[src/rtl/i2cs_pkg.sv]
package i2cs_pkg;

  typedef enum logic [2:0] {
    ST_IDLE,
    ST_ADDR,
    ST_ADDR_ACK,
    ST_RX,
    ST_RX_ACK,
    ST_TX,
    ST_TX_ACK,
    ST_SKIP
  } i2cs_state_e;

endpackage

[src/rtl/i2cs_deglitch.sv]
// Two-flop synchronizer followed by a run-length filter: the clean output
// only follows the input after FILT consecutive equal samples.
module i2cs_deglitch #(
  parameter int FILT = 2
) (
  input  logic clk,
  input  logic rst_n,
  input  logic raw_i,
  output logic clean_o
);

  localparam int CW = $clog2(FILT + 1);

  logic [1:0]    sync_q;
  logic          clean_q, clean_n;
  logic [CW-1:0] cnt_q, cnt_n;

  always_comb begin
    clean_n = clean_q;
    cnt_n   = cnt_q;
    if (sync_q[1] == clean_q) begin
      cnt_n = '0;
    end else if (cnt_q == CW'(FILT - 1)) begin
      clean_n = sync_q[1];
      cnt_n   = '0;
    end else begin
      cnt_n = cnt_q + CW'(1);
    end
  end

  always_ff @(posedge clk or negedge rst_n) begin
    if (!rst_n) begin
      sync_q  <= 2'b11;
      clean_q <= 1'b1;
      cnt_q   <= '0;
    end else begin
      sync_q  <= {sync_q[0], raw_i};
      clean_q <= clean_n;
      cnt_q   <= cnt_n;
    end
  end

  assign clean_o = clean_q;

endmodule

[src/rtl/i2cs_strap.sv]
// Samples the two strap pins exactly once after reset release.
module i2cs_strap (
  input  logic clk,
  input  logic rst_n,
  input  logic cs_pin_i,
  input  logic mosi_pin_i,
  output logic mode_o,
  output logic sel_o
);

  logic done_q, done_n;
  logic mode_q, mode_n;
  logic sel_q, sel_n;

  always_comb begin
    done_n = done_q;
    mode_n = mode_q;
    sel_n  = sel_q;
    if (!done_q) begin
      done_n = 1'b1;
      mode_n = cs_pin_i;
      sel_n  = mosi_pin_i;
    end
  end

  always_ff @(posedge clk or negedge rst_n) begin
    if (!rst_n) begin
      done_q <= 1'b0;
      mode_q <= 1'b0;
      sel_q  <= 1'b0;
    end else begin
      done_q <= done_n;
      mode_q <= mode_n;
      sel_q  <= sel_n;
    end
  end

  assign mode_o = mode_q;
  assign sel_o  = sel_q;

endmodule

[src/rtl/i2cs_fsm.sv]
// Bus protocol engine: start/stop detection, address match, ACK,
// pointer byte, three-byte write assembly and three-byte read shifting.
module i2cs_fsm
  import i2cs_pkg::*;
#(
  parameter int         AW      = 6,
  parameter int         DW      = 24,
  parameter logic [6:0] ADDR_LO = 7'h08,
  parameter logic [6:0] ADDR_HI = 7'h0A
) (
  input  logic          clk,
  input  logic          rst_n,
  input  logic          en_i,
  input  logic          sel_i,
  input  logic          scl_i,
  input  logic          sda_i,
  input  logic [DW-1:0] rdata_i,
  output logic          sda_pull_o,
  output logic [AW-1:0] ptr_o,
  output logic          wr_o,
  output logic [DW-1:0] wdata_o
);

  localparam int NB  = DW / 8;
  localparam int BCW = $clog2(NB + 2);
  localparam int ACW = DW - 8;

  i2cs_state_e    state_q, state_n;
  logic           scl_d, sda_d;
  logic [3:0]     bit_q, bit_n;
  logic [BCW-1:0] byte_q, byte_n;
  logic [7:0]     shift_q, shift_n;
  logic [AW-1:0]  ptr_q, ptr_n;
  logic [ACW-1:0] acc_q, acc_n;
  logic [DW-1:0]  tx_q, tx_n;
  logic [DW-1:0]  wdata_q, wdata_n;
  logic           pull_q, pull_n;
  logic           wr_q, wr_n;
  logic           rw_q, rw_n;

  logic       scl_rise, scl_fall, bus_start, bus_stop;
  logic [6:0] my_addr;

  assign scl_rise  = scl_i & ~scl_d;
  assign scl_fall  = ~scl_i & scl_d;
  assign bus_start = scl_i & scl_d & sda_d & ~sda_i;
  assign bus_stop  = scl_i & scl_d & ~sda_d & sda_i;
  assign my_addr   = sel_i ? ADDR_HI : ADDR_LO;

  always_comb begin
    state_n = state_q;
    bit_n   = bit_q;
    byte_n  = byte_q;
    shift_n = shift_q;
    ptr_n   = ptr_q;
    acc_n   = acc_q;
    tx_n    = tx_q;
    wdata_n = wdata_q;
    pull_n  = pull_q;
    rw_n    = rw_q;
    wr_n    = 1'b0;

    if (!en_i) begin
      state_n = ST_IDLE;
      pull_n  = 1'b0;
    end else if (bus_start) begin
      state_n = ST_ADDR;
      bit_n   = 4'd0;
      pull_n  = 1'b0;
    end else if (bus_stop) begin
      state_n = ST_IDLE;
      pull_n  = 1'b0;
    end else begin
      unique case (state_q)
        ST_ADDR: begin
          if (scl_rise) begin
            shift_n = {shift_q[6:0], sda_i};
            bit_n   = bit_q + 4'd1;
          end else if (scl_fall && bit_q == 4'd8) begin
            if (shift_q[7:1] == my_addr && shift_q[7:1] != 7'd0) begin
              pull_n  = 1'b1;
              rw_n    = shift_q[0];
              state_n = ST_ADDR_ACK;
            end else begin
              state_n = ST_SKIP;
            end
          end
        end
        ST_ADDR_ACK: begin
          if (scl_fall) begin
            bit_n  = 4'd0;
            byte_n = '0;
            if (rw_q) begin
              tx_n    = rdata_i;
              pull_n  = ~rdata_i[DW-1];
              state_n = ST_TX;
            end else begin
              pull_n  = 1'b0;
              state_n = ST_RX;
            end
          end
        end
        ST_RX: begin
          if (scl_rise) begin
            shift_n = {shift_q[6:0], sda_i};
            bit_n   = bit_q + 4'd1;
          end else if (scl_fall && bit_q == 4'd8) begin
            if (byte_q <= BCW'(NB)) begin
              pull_n  = 1'b1;
              state_n = ST_RX_ACK;
              byte_n  = byte_q + BCW'(1);
              if (byte_q == '0) begin
                ptr_n = shift_q[AW-1:0];
              end else if (byte_q == BCW'(NB)) begin
                wr_n    = 1'b1;
                wdata_n = {acc_q, shift_q};
              end else begin
                acc_n = {acc_q[ACW-9:0], shift_q};
              end
            end else begin
              state_n = ST_SKIP;
            end
          end
        end
        ST_RX_ACK: begin
          if (scl_fall) begin
            pull_n  = 1'b0;
            bit_n   = 4'd0;
            state_n = ST_RX;
          end
        end
        ST_TX: begin
          if (scl_rise) begin
            bit_n = bit_q + 4'd1;
          end else if (scl_fall) begin
            if (bit_q == 4'd8) begin
              pull_n  = 1'b0;
              state_n = ST_TX_ACK;
            end else begin
              pull_n = ~tx_q[DW-2];
              tx_n   = {tx_q[DW-2:0], 1'b0};
            end
          end
        end
        ST_TX_ACK: begin
          if (scl_rise) begin
            if (sda_i) state_n = ST_SKIP;
            else       byte_n  = byte_q + BCW'(1);
          end else if (scl_fall) begin
            bit_n = 4'd0;
            if (byte_q == BCW'(NB)) begin
              state_n = ST_SKIP;
            end else begin
              pull_n  = ~tx_q[DW-2];
              tx_n    = {tx_q[DW-2:0], 1'b0};
              state_n = ST_TX;
            end
          end
        end
        default: ;
      endcase
    end
  end

  always_ff @(posedge clk or negedge rst_n) begin
    if (!rst_n) begin
      state_q <= ST_IDLE;
      scl_d   <= 1'b1;
      sda_d   <= 1'b1;
      bit_q   <= '0;
      byte_q  <= '0;
      shift_q <= '0;
      ptr_q   <= '0;
      acc_q   <= '0;
      tx_q    <= '0;
      wdata_q <= '0;
      pull_q  <= 1'b0;
      wr_q    <= 1'b0;
      rw_q    <= 1'b0;
    end else begin
      state_q <= state_n;
      scl_d   <= scl_i;
      sda_d   <= sda_i;
      bit_q   <= bit_n;
      byte_q  <= byte_n;
      shift_q <= shift_n;
      ptr_q   <= ptr_n;
      acc_q   <= acc_n;
      tx_q    <= tx_n;
      wdata_q <= wdata_n;
      pull_q  <= pull_n;
      wr_q    <= wr_n;
      rw_q    <= rw_n;
    end
  end

  assign sda_pull_o = pull_q;
  assign ptr_o      = ptr_q;
  assign wr_o       = wr_q;
  assign wdata_o    = wdata_q;

endmodule

[src/rtl/i2c_reg_target.sv]
module i2c_reg_target #(
  parameter int         AW      = 6,
  parameter int         DW      = 24,
  parameter int         FILT    = 2,
  parameter logic [6:0] ADDR_LO = 7'h08,
  parameter logic [6:0] ADDR_HI = 7'h0A
) (
  input  logic          clk,
  input  logic          rst_n,
  input  logic          strap_cs_i,
  input  logic          strap_mosi_i,
  input  logic          scl_i,
  input  logic          sda_i,
  output logic          sda_pull_o,
  output logic          i2c_mode_o,
  output logic [AW-1:0] reg_addr_o,
  output logic          reg_wr_o,
  output logic [DW-1:0] reg_wdata_o,
  input  logic [DW-1:0] reg_rdata_i
);

  localparam int NLINE = 2;

  logic [1:0]       rst_sync_q;
  logic             rst_int_n;
  logic [NLINE-1:0] raw_w, clean_w;
  logic             mode_w, sel_w;

  always_ff @(posedge clk or negedge rst_n) begin
    if (!rst_n) rst_sync_q <= 2'b00;
    else        rst_sync_q <= {rst_sync_q[0], 1'b1};
  end
  assign rst_int_n = rst_sync_q[1];

  assign raw_w = {sda_i, scl_i};

  for (genvar g = 0; g < NLINE; g++) begin : g_line
    i2cs_deglitch #(.FILT(FILT)) u_flt (
      .clk     (clk),
      .rst_n   (rst_int_n),
      .raw_i   (raw_w[g]),
      .clean_o (clean_w[g])
    );
  end

  i2cs_strap u_strap (
    .clk        (clk),
    .rst_n      (rst_int_n),
    .cs_pin_i   (strap_cs_i),
    .mosi_pin_i (strap_mosi_i),
    .mode_o     (mode_w),
    .sel_o      (sel_w)
  );

  i2cs_fsm #(
    .AW(AW), .DW(DW), .ADDR_LO(ADDR_LO), .ADDR_HI(ADDR_HI)
  ) u_fsm (
    .clk        (clk),
    .rst_n      (rst_int_n),
    .en_i       (mode_w),
    .sel_i      (sel_w),
    .scl_i      (clean_w[0]),
    .sda_i      (clean_w[1]),
    .rdata_i    (reg_rdata_i),
    .sda_pull_o (sda_pull_o),
    .ptr_o      (reg_addr_o),
    .wr_o       (reg_wr_o),
    .wdata_o    (reg_wdata_o)
  );

  assign i2c_mode_o = mode_w;

endmodule

[config.mk]
export PLATFORM = sky130hd
export DESIGN_NAME = i2c_reg_target
export DESIGN_NICKNAME = d
export VERILOG_FILES = /design/src/rtl/i2cs_pkg.sv /design/src/rtl/i2cs_deglitch.sv /design/src/rtl/i2cs_strap.sv /design/src/rtl/i2cs_fsm.sv /design/src/rtl/i2c_reg_target.sv
export SDC_FILE = /design/constraint.sdc
export NUM_CORES = 1
export LEC_CHECK = 0
export BUFFER_PORTS_ARGS = -buffer_cell sky130_fd_sc_hd__buf_2
export CORE_MARGIN = 4
export CORE_UTILIZATION = 30
export DETAILED_ROUTE_END_ITERATION = 6
export PLACE_DENSITY = 0.59
export SLEW_MARGIN = 5
export SYNTH_ARGS = -nofsm -noshare
export SYNTH_HDL_FRONTEND = slang
export SYNTH_SLANG_ARGS = --single-unit
[constraint.sdc]
create_clock -name clk -period 5.2 [get_ports clk]
set_input_delay 0.78 -clock clk [delete_from_list [all_inputs] [get_ports clk]]
set_output_delay 0.78 -clock clk [all_outputs]
set_load 0.005 [all_outputs]
==> metrics <==
CP Launch Type=flip-flop; VDD IR max=155 uV; Nets=487; Core Area=15,900 sq um; ratio of total power to cell area=417 nW/um^2; hold buffer count at cts=0; Post-Syn Area=4880 sq um; Buf/Inv on CP=1; setup_tns=0 ns; family with the most delay on the worst path=simple AND/OR/NAND/NOR gates; # setup viols final=0; total power=2.37 mW; Yosys warning count=0; total grt overflow=0; I/O Pins=63; Critical Path AT=3.20 ns; Final Cycle Share=57.0%; Crit-path slowest cell=nor4b_4; Crit. End Element=flip-flop; n_diodes=0; Mapped Cells=390; top routing layer in use=met4; Vias=3,093; drt wl/cell=14.4 um; largest stage delay on the critical path=0.90 ns; Yosys cell types=59; Slew HR=28.7%; initial core utilization=30.6%; gr usage total=11.2%; clock skew=0.00853 ns; Initial DRC Count=117; Mapped Avg Cell Area=12.5 sq um; share of cells above drive strength 1=27.5%; max-slew violations=0; first-pass GRT wire length=16.5 mm; fin area=5690 sq um; CTS Sinks=107; die area=18,400 sq um; Yosys reg bits=107; CTS buffer count=9; clock slew at reported path FFs=0.07 ns; CTS tree=done; number of synthesized flops with an enable pin=0; post-route ant nets=0; highest clock rate=0.338 GHz; Max-cap violations=0; met1 WL=4.24 mm; CP Cell Sequence=inv_1 -> ha_1 -> nand2b_1 -> nor2_2 -> nand4_1 -> nor4b_4 -> mux2_1; dpl cell area=5400 sq um; 1st-pass router iterations=4; final number of hold-violating endpoints=0; cell row count=46; most frequent cells in the layout=98 x dfrtp_1, 62 x buf_2, 38 x mux2_1, 32 x nor2_1, 31 x a21oi_1; HPWL Detailed=6.65 mm; crit path max fanout=16; critical path required time=5.43 ns; Post-CTS Setup Bufs=0; # DRC=0; vias in the first global route=3,319; Via density=4.62; clock latency on the worst-skew pair=0.36 ns; antenna violations before repair=0; status=completed; unrepaired setup endpoints after global routing=no; Final min period=2.96 ns; GPL Wtd Cong=0.843; sequential area share after synthesis=55.0%; Area growth, synth to finish=16.6%; crit path kind=flip-flop to flip-flop; H-tree levels=3; Clk Tree Root Cell=clkbuf_16; Worst Hold Class=input port to asynchronous set/reset pin; number of port buffers=62; met3 wire length=416 um; chip height=136 um; asr flop ratio synth=100%; final WL=9.65 mm; # resized after CTS=0; largest net degree at the start of global routing=64; Die W=136 um; most common cell after layout, fill and taps aside=dfrtp_1; dominant synthesized flop cell=dfrtp_1; Bufs on Longest Clock Path=2; P_leak=2.85 nW; met2 WL=4.78 mm; fill count=1,601; Worst Max-Slew Pin Slew=1.07 ns
==> final timing paths <==
check	startpoint	to	slack, ns	cells after the start
worst min register to register	rst_sync_q[1]$_DFF_PN0_	u_fsm.wdata_o[16]$_DFFE_PN0P_	0.33	0
max in group asynchronous	rst_sync_q[1]$_DFF_PN0_	u_fsm.wdata_o[13]$_DFFE_PN0P_	3.69	1
worst min-delay path	rst_n	rst_sync_q[1]$_DFF_PN0_	0.19	1
worst max register to register	u_fsm.scl_d$_DFF_PN1_	u_fsm.acc_q[12]$_DFFE_PN0P_	2.24	7
worst max-delay path	u_fsm.scl_d$_DFF_PN1_	u_fsm.acc_q[12]$_DFFE_PN0P_	2.24	7
min in group clk	g_line[1].u_flt.sync_q[0]$_DFF_PN1_	g_line[1].u_flt.sync_q[1]$_DFF_PN1_	0.36	0
==> Yosys cell counts, drive strengths merged (2+ instances only) <==
cell type / number / share of area (%)
nor2b: 5 / 0.64
mux2i: 25 / 5.1
o21ai: 11 / 1.1
nor4: 4 / 0.95
o311ai: 2 / 0.36
nand4: 3 / 0.38
buf: 11 / 1.7
nand3: 7 / 0.82
nor2: 34 / 2.7
xor2: 2 / 0.36
ha: 8 / 2.0
clkbuf: 7 / 0.54
mux2: 61 / 16
o22ai: 2 / 0.26
inv: 16 / 1.2
xnor2: 2 / 0.36
o211ai: 2 / 0.31
a21boi: 3 / 0.61
nand3b: 3 / 0.46
nand2: 12 / 0.92
nor3: 6 / 0.61
a21oi: 31 / 3.2
a2111oi: 2 / 0.36
dfrtp: 99 / 51
dfstp: 8 / 4.3
nand2b: 3 / 0.38
==> stage by stage <==
stage	hold slack (ns)	worst slack (ns)	util [%]	std cells
global route	0.176	2.02	35.7	670
detailed placement	0.343	2.19	33.9	654
finish	0.189	2.24	35.7	670
CTS	0.172	2.20	35.7	670
global placement	0.342	2.30	33.9	654
floorplan	0.331	2.01	-	391
==> report_power, final <==
| part | internal [mW] | leakage (nW) | switching [mW] |
|---|---|---|---|
| clock | 0.389 | 0.140 | 0.301 |
| combinational | 0.247 | 1.36 | 0.302 |
| sequential | 0.979 | 1.35 | 0.156 |
==> state kept, by name, indices dropped and copies added (netlist names), 2 cells and up <==
name / count
u_fsm.wdata_o: 24
u_fsm.tx_q: 23
u_fsm.acc_q: 16
u_fsm.shift_q: 8
u_fsm.ptr_o: 6
g_line.u_flt.cnt_q: 4
g_line.u_flt.sync_q: 4
u_fsm.bit_q: 4
u_fsm.byte_q: 3
u_fsm.state_q: 3
g_line.u_flt.clean_o: 2
rst_sync_q: 2
==> worst register-to-register path: cells and delay by family (launching register included) <==
kind	cells	cell delay (ns)
adder cells (fa/ha/maj)	1	0.32
buffers and inverters	1	0.04
flip-flops	1	0.55
multiplexers	1	0.40
AND/OR/NAND/NOR	4	1.54
==> layer usage <==
layer  up-vias  GRT usage (%)
li1       1493              -
met1      1531           13.8
met2        56           18.6
met3        13           2.97
met4         0           5.10
met5         -              0
==> logic make-up after synthesis <==
family | Yosys count | synth area share, %
AO/OA/AOI/OAI | 65 | 8.40
XOR/XNOR | 4 | 0.717
adder cells (fa/ha/maj) | 8 | 2.05
buffers and inverters | 34 | 3.46
flip-flops | 107 | 55.0
multiplexers | 86 | 20.7
other | 1 | 0.0768
AND/OR/NAND/NOR | 85 | 9.55
==> layout make-up <==
| type | instances | area (sq um) | share of cell area, % |
|---|---|---|---|
| Inverter | 16 | 60.1 | 1.05 |
| Multi-Input combinational cell | 250 | 2040 | 35.9 |
| Clock buffer | 13 | 250 | 4.39 |
| Tap cell | 216 | 270 | 4.75 |
| Timing Repair Buffer | 65 | 333 | 5.84 |
| Clock inverter | 3 | 46.3 | 0.813 |
| Sequential cell | 107 | 2690 | 47.3 |
Power figures use the tool's default switching activity.
